File: src/rtl/cscr_pkg.sv
package cscr_pkg;

    localparam int DEF_CHIPS = 16;

    typedef enum logic {
        SYM_POS = 1'b0,
        SYM_NEG = 1'b1
    } antipodal_e;

    typedef struct packed {
        logic re;
        logic im;
    } cplx_chip_t;

    // Product of two antipodal symbols in bit encoding
    function automatic antipodal_e sym_mul(antipodal_e a, antipodal_e b);
        return antipodal_e'(a ^ b);
    endfunction

    function automatic cplx_chip_t map_chip(logic c1_bit, logic c2_bit, logic odd);
        cplx_chip_t  c;
        antipodal_e  sign;
        sign = odd ? SYM_NEG : SYM_POS;
        c.re = c1_bit;
        c.im = sym_mul(sym_mul(antipodal_e'(c1_bit), antipodal_e'(c2_bit)), sign);
        return c;
    endfunction

endpackage

File: src/rtl/cscr_pair_slice.sv
module cscr_pair_slice
    import cscr_pkg::*;
(
    input  logic       [1:0] c1_pair,
    input  logic       [1:0] c2_pair,
    output cplx_chip_t [1:0] chips
);
    // Decimation: the even c2 chip serves both lanes of the pair
    logic unused_c2_odd;
    assign unused_c2_odd = c2_pair[1];

    always_comb begin
        chips[0] = map_chip(c1_pair[0], c2_pair[0], 1'b0);
        chips[1] = map_chip(c1_pair[1], c2_pair[0], 1'b1);
    end
endmodule

File: src/rtl/cscr_out_stage.sv
module cscr_out_stage #(
    parameter int N = 16
) (
    input  logic         clk,
    input  logic         rst,
    input  logic         load,
    input  logic [N-1:0] re_d,
    input  logic [N-1:0] im_d,
    output logic         valid_q,
    output logic [N-1:0] re_q,
    output logic [N-1:0] im_q
);
    always_ff @(posedge clk) begin
        if (rst) begin
            valid_q <= 1'b0;
            re_q    <= '0;
            im_q    <= '0;
        end else begin
            valid_q <= load;
            if (load) begin
                re_q <= re_d;
                im_q <= im_d;
            end
        end
    end
endmodule

File: src/rtl/cscr_chip_mapper.sv
module cscr_chip_mapper
    import cscr_pkg::*;
#(
    parameter int N = DEF_CHIPS
) (
    input  logic         clk,
    input  logic         rst,
    input  logic         in_valid,
    input  logic [N-1:0] c1_word,
    input  logic [N-1:0] c2_word,
    output logic         out_valid,
    output logic [N-1:0] re_bits,
    output logic [N-1:0] im_bits
);
    localparam int PAIRS = N / 2;

    cplx_chip_t [N-1:0] chip_vec;
    logic       [N-1:0] re_next;
    logic       [N-1:0] im_next;

    for (genvar p = 0; p < PAIRS; p++) begin : g_pair
        cscr_pair_slice u_slice (
            .c1_pair (c1_word[2*p +: 2]),
            .c2_pair (c2_word[2*p +: 2]),
            .chips   (chip_vec[2*p +: 2])
        );
    end

    always_comb begin
        for (int i = 0; i < N; i++) begin
            re_next[i] = chip_vec[i].re;
            im_next[i] = chip_vec[i].im;
        end
    end

    cscr_out_stage #(.N(N)) u_out (
        .clk     (clk),
        .rst     (rst),
        .load    (in_valid),
        .re_d    (re_next),
        .im_d    (im_next),
        .valid_q (out_valid),
        .re_q    (re_bits),
        .im_q    (im_bits)
    );
endmodule

File: config.mk
export PLATFORM = sky130hd
export DESIGN_NAME = cscr_chip_mapper
export DESIGN_NICKNAME = d
export VERILOG_FILES = /design/src/rtl/cscr_pkg.sv /design/src/rtl/cscr_pair_slice.sv /design/src/rtl/cscr_out_stage.sv /design/src/rtl/cscr_chip_mapper.sv
export SDC_FILE = /design/constraint.sdc
export NUM_CORES = 1
export LEC_CHECK = 0
export ABC_AREA = 1
export BUFFER_PORTS_ARGS = -buffer_cell sky130_fd_sc_hd__buf_4
export CAP_MARGIN = 20
export CORE_MARGIN = 2
export CORE_UTILIZATION = 35
export DETAILED_ROUTE_END_ITERATION = 8
export GPL_ROUTABILITY_DRIVEN = 0
export GPL_TIMING_DRIVEN = 0
export MAX_ROUTING_LAYER = met4
export PLACE_DENSITY = 0.69
export SYNTH_ARGS = -nofsm -noshare
export SYNTH_HDL_FRONTEND = slang
export SYNTH_SLANG_ARGS = --single-unit
export TNS_END_PERCENT = 20
File: constraint.sdc
create_clock -name clk -period 0.8 [get_ports clk]
set_input_delay 0.08 -clock clk [delete_from_list [all_inputs] [get_ports clk]]
set_output_delay 0.08 -clock clk [all_outputs]
set_load 0.005 [all_outputs]
# == Word level (Yosys, flattened, before mapping) ==
# Cells that the tools add are included.
# totals
register_bits,33
inputBits,35
# classes
n_bitwise,24
# op_table
operator,count
1-bit bitwise XOR,16
1-bit NOT,8

# == Logic depth before layout (Yosys ltp) ==
# Gate-level depths: netlist of run 1.
# logic_depth
depth_word,2
mapped_depth,6

# == Modules after synthesis ==
# Synthesis of run 1 repeated with hierarchy kept, for this count alone.
# unflattened
hier_cells,294
hier_area_um2,1742.9
# modules_own_cells
mod,n_inst,cells_per_inst,area_per_inst_um2,seq_area_each_um2
cscr_out_stage,1,206,1352.5,660.6
cscr_pair_slice,8,11,48.8,0.0

# == Least setup slack after synthesis of run 1 ==
# Ideal clock, no wire load.
# synth_timing
path_kind,in2reg
startpoint,input in_valid
endpoint,register u_out.re_q[10]
setup_time_ns,0.122
t_arrival_ns,0.529
required_time_ns,0.678
setup_slack_ns,0.149
stages,4
n_path_buf,2
cell_sequence,buf_6 > buf_4 > o21ai_0 > a21oi_1
# synth_lines
element,line,rtl
"start, declared",cscr_chip_mapper.sv:8,"input logic in_valid,"
"end signal, assigned",cscr_out_stage.sv:21,re_q <= re_d;
"end, declared",cscr_out_stage.sv:10,"output logic [N-1:0] re_q,"

# == Worst setup path after layout of run 1 ==
# layout_timing
startpoint,register u_out.im_q[14]
endpoint,output im_bits[14]
# layout_lines
element,line,rtl
"start, declared",cscr_out_stage.sv:11,output logic [N-1:0] im_q
"start signal, assigned",cscr_out_stage.sv:22,im_q <= im_d;
"end, declared",cscr_chip_mapper.sv:13,output logic [N-1:0] im_bits
# No word-level cell between the ends.

==> results_dict.tcl, run 1 <==
set metrics [dict create \
    wl_met3_um 214 \
    cp.buffers_inverters 1 \
    start_util_pct 37.23 \
    fin_tns_setup_ns 0 \
    ant_nets 0 \
    dp_hpwl_um 2610 \
    cts_tree "built" \
    dr.pass1.iters 4 \
    setup_viol 0 \
    synth-seq-area-share_pct 47.40 \
    outcome "completed" \
    timing.final.crit_share_pct 99.58 \
    yosys_warnings 0 \
    htree_num_levels 2 \
    cp-start-kind "flop" \
    grt_pass1_vias 1254 \
    dr_wl_met2_um 1695 \
    final_cell_area_um2 2112 \
    grt_max_degree 11 \
    setup.worst_path.end_class "output port" \
    arrival_ns 0.72 \
    drv_cap 0 \
    grtUsageTotal_pct 17.87 \
    slew_violations 0 \
    synthCells 190 \
    io_buffer_count 57 \
    die_y_um 67.11 \
    drt-initial-drc-count 85 \
    tightest_slew_ns 0.2147 \
    root_buffer "clkbuf_8" \
    syn_nets 225 \
    grt_pass1_wl_um 5692 \
    top_layer "met4" \
    num-nets-final 289 \
    area_delta_synth_final_pct 51.53 \
    clockBufferDepth 2 \
    coreArea_um2 3744 \
    slew_headroom_pct 85.68 \
    vias_per_cell 4.525 \
    peakVddDrop_mv 1.187 \
    ios 68 \
    syn_avg_cell_area_um2 7.336 \
    rsz0062_at_grt "true" \
    max_freq_mhz 1255 \
    die_area_um2 4503 \
    nFillCells 366 \
    cp_top_family "flip-flops" \
    clk_pin_slew_ns 0.06 \
    leakage_nw 1.083 \
    slowest_delay_ns 0.35 \
    wl_um 3629 \
    drive_above_1_share_pct 41.96 \
    hold_class "input port to flop" \
    critPathSlowestCell "dfxtp_2" \
    gr-total-overflow 0 \
    cts_made_buffers 5 \
    clock_latency_ns 0.27 \
    crit_chain "buf_6" \
    final_util_pct 56.42 \
    hold_viol_final 0 \
    synth_cell_types 14 \
    required_ns 0.72 \
    postCtsHoldBufs 0 \
    synth_seq_cells 33 \
    die_w_um 67.11 \
    p_total_mw 3.773 \
    routedWlPerCell_um 11.98 \
    rows 22 \
    synth_area_um2 1394 \
    postPlaceCellArea_um2 1882 \
    antenna_cells 0 \
    cts_sinks 33 \
    antenna_found_initial 0 \
    num_vias 1371 \
    crit_fanout 2 \
    fin_crit_ns 0.7966 \
    path_class "flop to output port" \
    drc 0 \
    fin_skew_ns 0 \
    powerDensity_nw_per_um2 1786 \
    met1_length_um 1677 \
]
## cells in the final DEF (no fill, tap or decap), drive strengths merged
master  netlist  final
a21oi        29     29
inv          31     31
nand2        29     29
nor2         23     23
o21ai        24     24
buf          10     67
nand3         8      8
dfxtp        33     33
clkbuf        0      8
or2           3      3
## where the power goes
group / total (mW) / switching (mW) / internal [mW]
Clock: 1.20 / 0.579 / 0.618
Sequential: 1.86 / 0.0784 / 1.78
Combinational: 0.714 / 0.301 / 0.414
Total: 3.77 / 0.958 / 2.82
## sequential cells by signal, indices dropped and copies added, names as in the netlist
name / flops
u_out.im_q: 16
u_out.valid_q: 1
u_out.re_q: 16
## final timing paths
kind	start	endpoint	slack (ns)	cells after the start
max	u_out.im_q[14]	im_bits[14]	0.003	1
min	c1_word[3]	u_out.re_q[3]	0.05	3
max reg2reg	u_out.re_q[7]	u_out.re_q[7]	0.14	2
min reg2reg	u_out.re_q[3]	u_out.re_q[3]	0.51	2
## cells in the mapped netlist (all sizes together)
master,instances,area [um2]
dfxtp,33,660.6
inv,31,118.9
a21oi,29,145.1
nand2,29,108.9
o21ai,24,120.1
nor2,23,86.33
buf,10,95.08
nand3,8,40.04
or2,3,18.77
## per-layer routing
layer  track usage, %  vias up
met3            3.885        2
li1                 -      727
met5                -        -
met1            21.72      601
met2            28.09       41
met4            8.418        0
## cells by family after synthesis
group           count (synthesis)  synth area share, %
buf+inv                        41                15.35
flops                          33                47.40
compound gates                 53                19.03
simple gates                   63                18.22
## cell type report
| class | count | area [um2] | area share [%] |
|---|---|---|---|
| multi-input cells | 116 | 519.2 | 24.59 |
| clock buffers | 8 | 80.08 | 3.791 |
| flip-flops and latches | 33 | 698.2 | 33.06 |
| inverters | 31 | 118.9 | 5.628 |
| well taps | 48 | 60.06 | 2.844 |
| plain buffers | 10 | 95.09 | 4.502 |
| repair buffers | 57 | 540.5 | 25.59 |
## through the flow
step           hold slack, ns  instances  setup slack, ns
2_1_floorplan          0.2149        190           0.1493
3_3_place_gp           0.3213        295          0.08442
3_5_place_dp           0.3296        295          0.06669
4_1_cts               0.04317        303        -0.009690
5_1_grt               0.04295        303         -0.02461
6_report              0.04841        303         0.003389
## repair_timing
item | CTS | global route
gates resized for setup | 27 | 33
setup buffers | 0 | 0
pin swaps | 0 | 0
endpoints found under the setup margin | 22 | 33
endpoints found under the hold margin | 0 | 0
No activity file was read; power rests on OpenSTA's default activity.
==> run 2: changes to the inputs <==
- BUFFER_PORTS_ARGS: -buffer_cell sky130_fd_sc_hd__buf_4 -> unset
- CELL_PAD_IN_SITES_DETAIL_PLACEMENT: unset -> 1
- CELL_PAD_IN_SITES_GLOBAL_PLACEMENT: unset -> 2
- CORE_UTILIZATION: 35 -> 33
- DONT_BUFFER_PORTS: unset -> 1
- PLACE_DENSITY: 0.69 -> 0.84
- clock period: 0.8 -> 1 ns (I/O delays scaled with it)
==> run 2 against run 1 <==
Against the previous run: register-to-register slack better by 0.15 ns; critical path type is now input port to flop; critical path depth up 2; routed wire length up 18%; die area up 5.7%; largest power group unchanged; flip-flop and latch count unchanged; first-iteration DRC count down 64%; total power down 26%; core utilization down 13 points; non-clock buffer count down 36; design area down 17%; setup slack better by 0.10 ns.
==> results_dict.tcl, run 2 (synthesis gave the netlist of run 1 again) <==
set metrics [dict create \
    root_buffer "clkbuf_8" \
    coreArea_um2 4029 \
    die_area_um2 4760 \
    switching_share_pct 25.85 \
    clockBufferDepth 2 \
    met1_length_um 1878 \
    intPower_mw 2.077 \
    finalWorstSetupSlack_ns 0.1050 \
    fin_skew_ns 0 \
    rsz0062_at_grt "false" \
    timing.final.crit_share_pct 89.50 \
    io_buffer_count 0 \
    cts_sinks 33 \
    clock_latency_ns 0.28 \
    drv_cap 0 \
    dp_hpwl_um 3030 \
    crit_fanout 3 \
    powerDensity_nw_per_um2 1604 \
    cts_made_buffers 5 \
    final-instance-count-excl-fill 269 \
    final_cell_mix "dfxtp_1 (33), a21oi_1 (29), inv_1 (29), nand2_1 (29), nor2_1 (23)" \
    p_seq_share_pct 52.9 \
    leakage_nw 0.8481 \
    grt_max_degree 11 \
    tightest_slew_ns 0.2340 \
    area_delta_synth_final_pct 25.31 \
    max_freq_mhz 1117 \
    rows 23 \
    dr_wl_met2_um 2061 \
    die_w_um 68.99 \
    final_util_pct 43.35 \
    grt_pass1_vias 1406 \
    setup_viol 0 \
    ios 68 \
    drt-initial-drc-count 31 \
    postCtsSetupBuffers 0 \
    slew_violations 0 \
    htree_num_levels 2 \
    start_util_pct 34.60 \
    slowest_delay_ns 0.58 \
    grtUsageTotal_pct 20.17 \
    crit_chain "dlygate4sd3_1 -> or2_2 -> a21oi_1" \
    drive_above_1_share_pct 9.132 \
    path_class "input port to flop" \
    grt_pass1_wl_um 6672 \
    p_total_mw 2.802 \
    setup.worst_path.end_class "flop" \
    clk_pin_slew_ns 0.07 \
    p_switching_mw 0.7242 \
    slew_headroom_pct 84.40 \
    peakVddDrop_mv 0.7444 \
    antenna_cells 0 \
    pre_cts_ws_ns 0.1968 \
    num-nets-final 253 \
    cp.buffers_inverters 1 \
    gr-total-overflow 0 \
    ant_nets 0 \
    fin_crit_ns 0.8950 \
    required_ns 1.21 \
    die_y_um 68.99 \
    pwr-share-comb_pct 13.1 \
    outcome "completed" \
    fin_tns_setup_ns 0 \
    drc 0 \
    num_vias 1315 \
    wl_met3_um 284 \
    cp_top_family "buffers and inverters" \
    worstHoldStart "c1_word[7]" \
    clockPowerShare_pct 34.0 \
    routedWlPerCell_um 15.89 \
    critPathSlowestCell "dlygate4sd3_1" \
    largestRegisters "u_out.im_q: 16 flops, u_out.re_q: 16 flops, u_out.valid_q: 1 flops" \
    cts_resized 0 \
    vias_per_cell 4.888 \
    antenna_found_initial 0 \
    wl_um 4275 \
    top_layer "met4" \
    cts_tree "built" \
    r2r_start "u_out.re_q[12]" \
    crit_start "c1_word[1]" \
    cp-start-kind "input port" \
    arrival_ns 1.11 \
    hold_class "input port to flop" \
    final_common_cell "dfxtp_1" \
    dp_cells 240 \
    dr.pass1.iters 4 \
    hold_viol_final 0 \
]
==> run 2: power groups by stage <==
stage	Clock [mW]	Sequential (mW)	Combinational (mW)
2_1_floorplan	0	1.49	0.233
3_3_place_gp	0	1.51	0.280
3_5_place_dp	0	1.51	0.299
4_1_cts	0.981	1.48	0.362
5_1_grt	1.04	1.49	0.420
6_report	0.953	1.48	0.367
==> run 2: worst paths after layout <==
check / slack (ns) / to / depth (start not counted)
max: 0.11 / u_out.im_q[1] / 3
min: 0.005 / u_out.im_q[7] / 2
max reg2reg: 0.29 / u_out.re_q[12] / 2
min reg2reg: 0.53 / u_out.im_q[15] / 2
==> run 2: timing repair <==
item / 4_1_cts / 5_1_grt
hold endpoints to repair: 20 / 1
hold buffers: 19 / 2
setup endpoints to repair: 0 / 0
==> run 2: layer usage <==
metal  track usage, %  up-vias
met5                -        -
met4            5.882        0
met3            7.305        4
met2            32.21       38
met1            23.88      622
li1                 -      651
==> run 2: area by class of cell <==
type / instances / area (um2)
fillers: 514 / 2282
plain buffers: 10 / 95.09
multi-input cells: 116 / 519.2
well taps: 50 / 62.56
clock buffers: 8 / 80.08
repair buffers: 21 / 210.2
flip-flops and latches: 33 / 660.6
inverters: 31 / 118.9
==> run 2: metrics by stage <==
step / hold WS (ns) / area, um2
5_1_grt: 0.002635 / 1747
3_5_place_dp: 0.2456 / 1456
6_report: 0.005126 / 1747
2_1_floorplan: 0.2349 / 1394
4_1_cts: 0.0001603 / 1727
3_3_place_gp: 0.2372 / 1456
==> run 2: worst reg2reg max path, cell delays in order (launching register included) <==
cell	delay, ns
dfxtp_1	0.33
o21ai_0	0.19
a21oi_1	0.07
==> run 3: changes to the inputs <==
- CORE_UTILIZATION: 33 -> 32
- PLACE_DENSITY: 0.84 -> 0.86
- SYNTH_HIERARCHICAL: unset -> 1
==> run 3 against run 2 <==
Against the previous run: design area grew 10%; global-route usage shrank 5.4 points; sequential share of layout area shrank 3.5 points; non-clock buffer count shrank 4; clock power grew 7%; total power grew 3.6%; die area grew 27%; register-to-register slack gained 0.11 ns; setup slack gained 0.14 ns; flip-flop and latch count is the same; critical path depth shrank 3.
==> results_dict.tcl, run 3 <==
set metrics [dict create \
    p_seq_share_pct 51.0 \
    synthArstFlopShare_pct 0 \
    setup_viol 0 \
    clock_latency_ns 0.28 \
    required_ns 0.90 \
    cts_sinks 33 \
    ant_nets 0 \
    cts_made_buffers 5 \
    ys_top_cells_by_area "dfxtp_1 (38%), nand2_1 (24%), nor2_1 (14%)" \
    pre_cts_ws_ns 0.2685 \
    p_switching_mw 0.7642 \
    r2r-end "u_out/im_q[6]" \
    final_cell_mix "nand2_1 (112), nor2_1 (65), inv_1 (58), dfxtp_1 (33), buf_4 (18)" \
    tightest_slew_ns 0.2495 \
    synth_cell_types 7 \
    synth-seq-area-share_pct 37.90 \
    wl_um 4101 \
    final_cell_area_um2 1927 \
    max_freq_mhz 1330 \
    slew_violations 0 \
    postPlaceCellArea_um2 1831 \
    die_area_um2 6053 \
    coreArea_um2 5172 \
    synth_seq_cells 33 \
    ios 68 \
    worst_r2r_path_depth 2 \
    hold_slack_ns 0.01137 \
    critical_path_depth 0 \
    die_y_um 77.80 \
    syn_avg_cell_area_um2 5.928 \
    crit_fanout 2 \
    pwr-share-comb_pct 14.0 \
    powerDensity_nw_per_um2 1506 \
    path_class "flop to output port" \
    postCtsSetupBuffers 0 \
    rsz0062_at_grt "false" \
    yosys_warnings 6 \
    slew_headroom_pct 83.37 \
    setup.worst_path.end_class "output port" \
    fin_tns_setup_ns 0 \
    dr.pass1.iters 4 \
    synth_edf_count 0 \
    die_w_um 77.80 \
    synthCells 294 \
    outcome "completed" \
    drive_above_1_share_pct 10.60 \
    grt_pass1_wl_um 6693 \
    drv_cap 0 \
    cp-start-kind "flop" \
    antenna_cells 0 \
    final-instance-count-excl-fill 372 \
    dp_hpwl_um 3018 \
    synth_largest_area_cell "dfxtp_1" \
    synth_ff_type "dfxtp_1" \
    dp_cells 364 \
    vias_per_cell 4.032 \
    grtUsageTotal_pct 14.80 \
    arrival_ns 0.65 \
    grt_pass1_vias 1450 \
    largestRegisters "u_out/im_q: 16 flops, u_out/re_q: 16 flops, u_out/valid_q: 1 flops" \
    routedWlPerCell_um 11.02 \
    intPower_mw 2.138 \
    regToRegSetupSlack_ns 0.40 \
    num_vias 1500 \
    drc 0 \
    antenna_found_initial 0 \
    cts_tree "built" \
    syn_nets 329 \
    fin_crit_ns 0.7519 \
    hold_viol_final 0 \
    drt-initial-drc-count 29 \
    final_common_cell "nand2_1" \
    synth_top_cell_area_share_pct 37.90 \
    r2r_start "u_out/im_q[6]" \
    crit_start "u_out/im_q[11]" \
    cp-endpoint "im_bits[11]" \
    yosysMostFrequentCell "nand2_1" \
    num-nets-final 337 \
    rows 26 \
    hold_class "input port to flop" \
    timing.final.crit_share_pct 75.19 \
    clockBufferDepth 2 \
    htree_num_levels 2 \
    gr-total-overflow 0 \
    io_buffer_count 0 \
    start_util_pct 33.70 \
    fin_skew_ns 0 \
    root_buffer "clkbuf_8" \
    peakVddDrop_mv 0.5444 \
    clk_pin_slew_ns 0.07 \
    leakage_nw 1.189 \
    finalWorstSetupSlack_ns 0.2481 \
    synth_commonest_cells "nand2_1 (112), nor2_1 (65), inv_1 (58), dfxtp_1 (33), buf_4 (18)" \
    area_delta_synth_final_pct 10.55 \
    grt_max_degree 11 \
    clockPowerShare_pct 35.0 \
    switching_share_pct 26.33 \
    synth_area_um2 1743 \
]
run 3: cell count changes in the layout (fill, tap and decap cells not counted), sizes merged:
cell / before / now
nand2: 29 / 112
dlygate4sd3: 21 / 1
buf: 10 / 26
clkbuf: 8 / 7
inv: 31 / 58
nor2: 23 / 65
nand3: 8 / 0
o21ai: 24 / 0
a21oi: 29 / 0
or2: 3 / 0
run 3: layout make-up:
| class | count | area [um2] |
|---|---|---|
| clock buffer | 7 | 86.33 |
| multi-input combinational | 177 | 664.4 |
| inverter | 58 | 217.7 |
| fill | 711 | 3246 |
| tap | 70 | 87.58 |
| sequential | 33 | 660.6 |
| buffer | 26 | 200.2 |
| timing repair buffer | 1 | 10.01 |
run 3: kinds of logic (layout without fill, tap and decap cells):
logic type / after synthesis / count (layout) / share of synthesized area, %
AND/OR/NAND/NOR: 177 / 177 / 38.12
buffers and inverters: 84 / 92 / 23.98
flip-flops: 33 / 33 / 37.90
run 3: power groups by stage:
stage               Clock [mW]  Combinational, mW  Sequential [mW]
floorplan                    0              0.340             1.49
global route              1.13              0.484             1.49
global placement             0              0.399             1.51
detailed placement           0              0.411             1.51
finish                    1.02              0.405             1.48
CTS                       1.07              0.415             1.48
run 3: worst min-delay path by stage:
stage,startpoint,to,depth (start not counted),slack [ns]
finish,rst,u_out/im_q[15],3,0.01
global route,rst,u_out/im_q[15],3,0.03
CTS,rst,u_out/im_q[15],3,0.002
detailed placement,rst,u_out/valid_q,1,0.18
global placement,rst,u_out/valid_q,1,0.18
floorplan,rst,u_out/valid_q,1,0.17
run 3: through the flow:
| step | power [mW] | utilization (%) |
|---|---|---|
| 2_1_floorplan | 1.831 | - |
| 3_3_place_gp | 1.910 | 35.39 |
| 3_5_place_dp | 1.924 | 35.39 |
| 4_1_cts | 2.972 | 37.25 |
| 5_1_grt | 3.103 | 37.25 |
| 6_report | 2.902 | 37.25 |
run 3: repair_timing:
item	in CTS	in global routing
hold endpoints to repair	1	0
resized for setup	0	0
hold buffers	1	0
run 3: layer usage:
metal  GRT usage [%]  vias up  share of wire (%)  wire length [um]
li1                -      816                  -                 -
met2           23.36       41                 45              1853
met1           16.71      637                 45              1837
met5               -        -                  0                 0
met3           6.279        6                9.0               368
met4           5.357        0                1.0                41
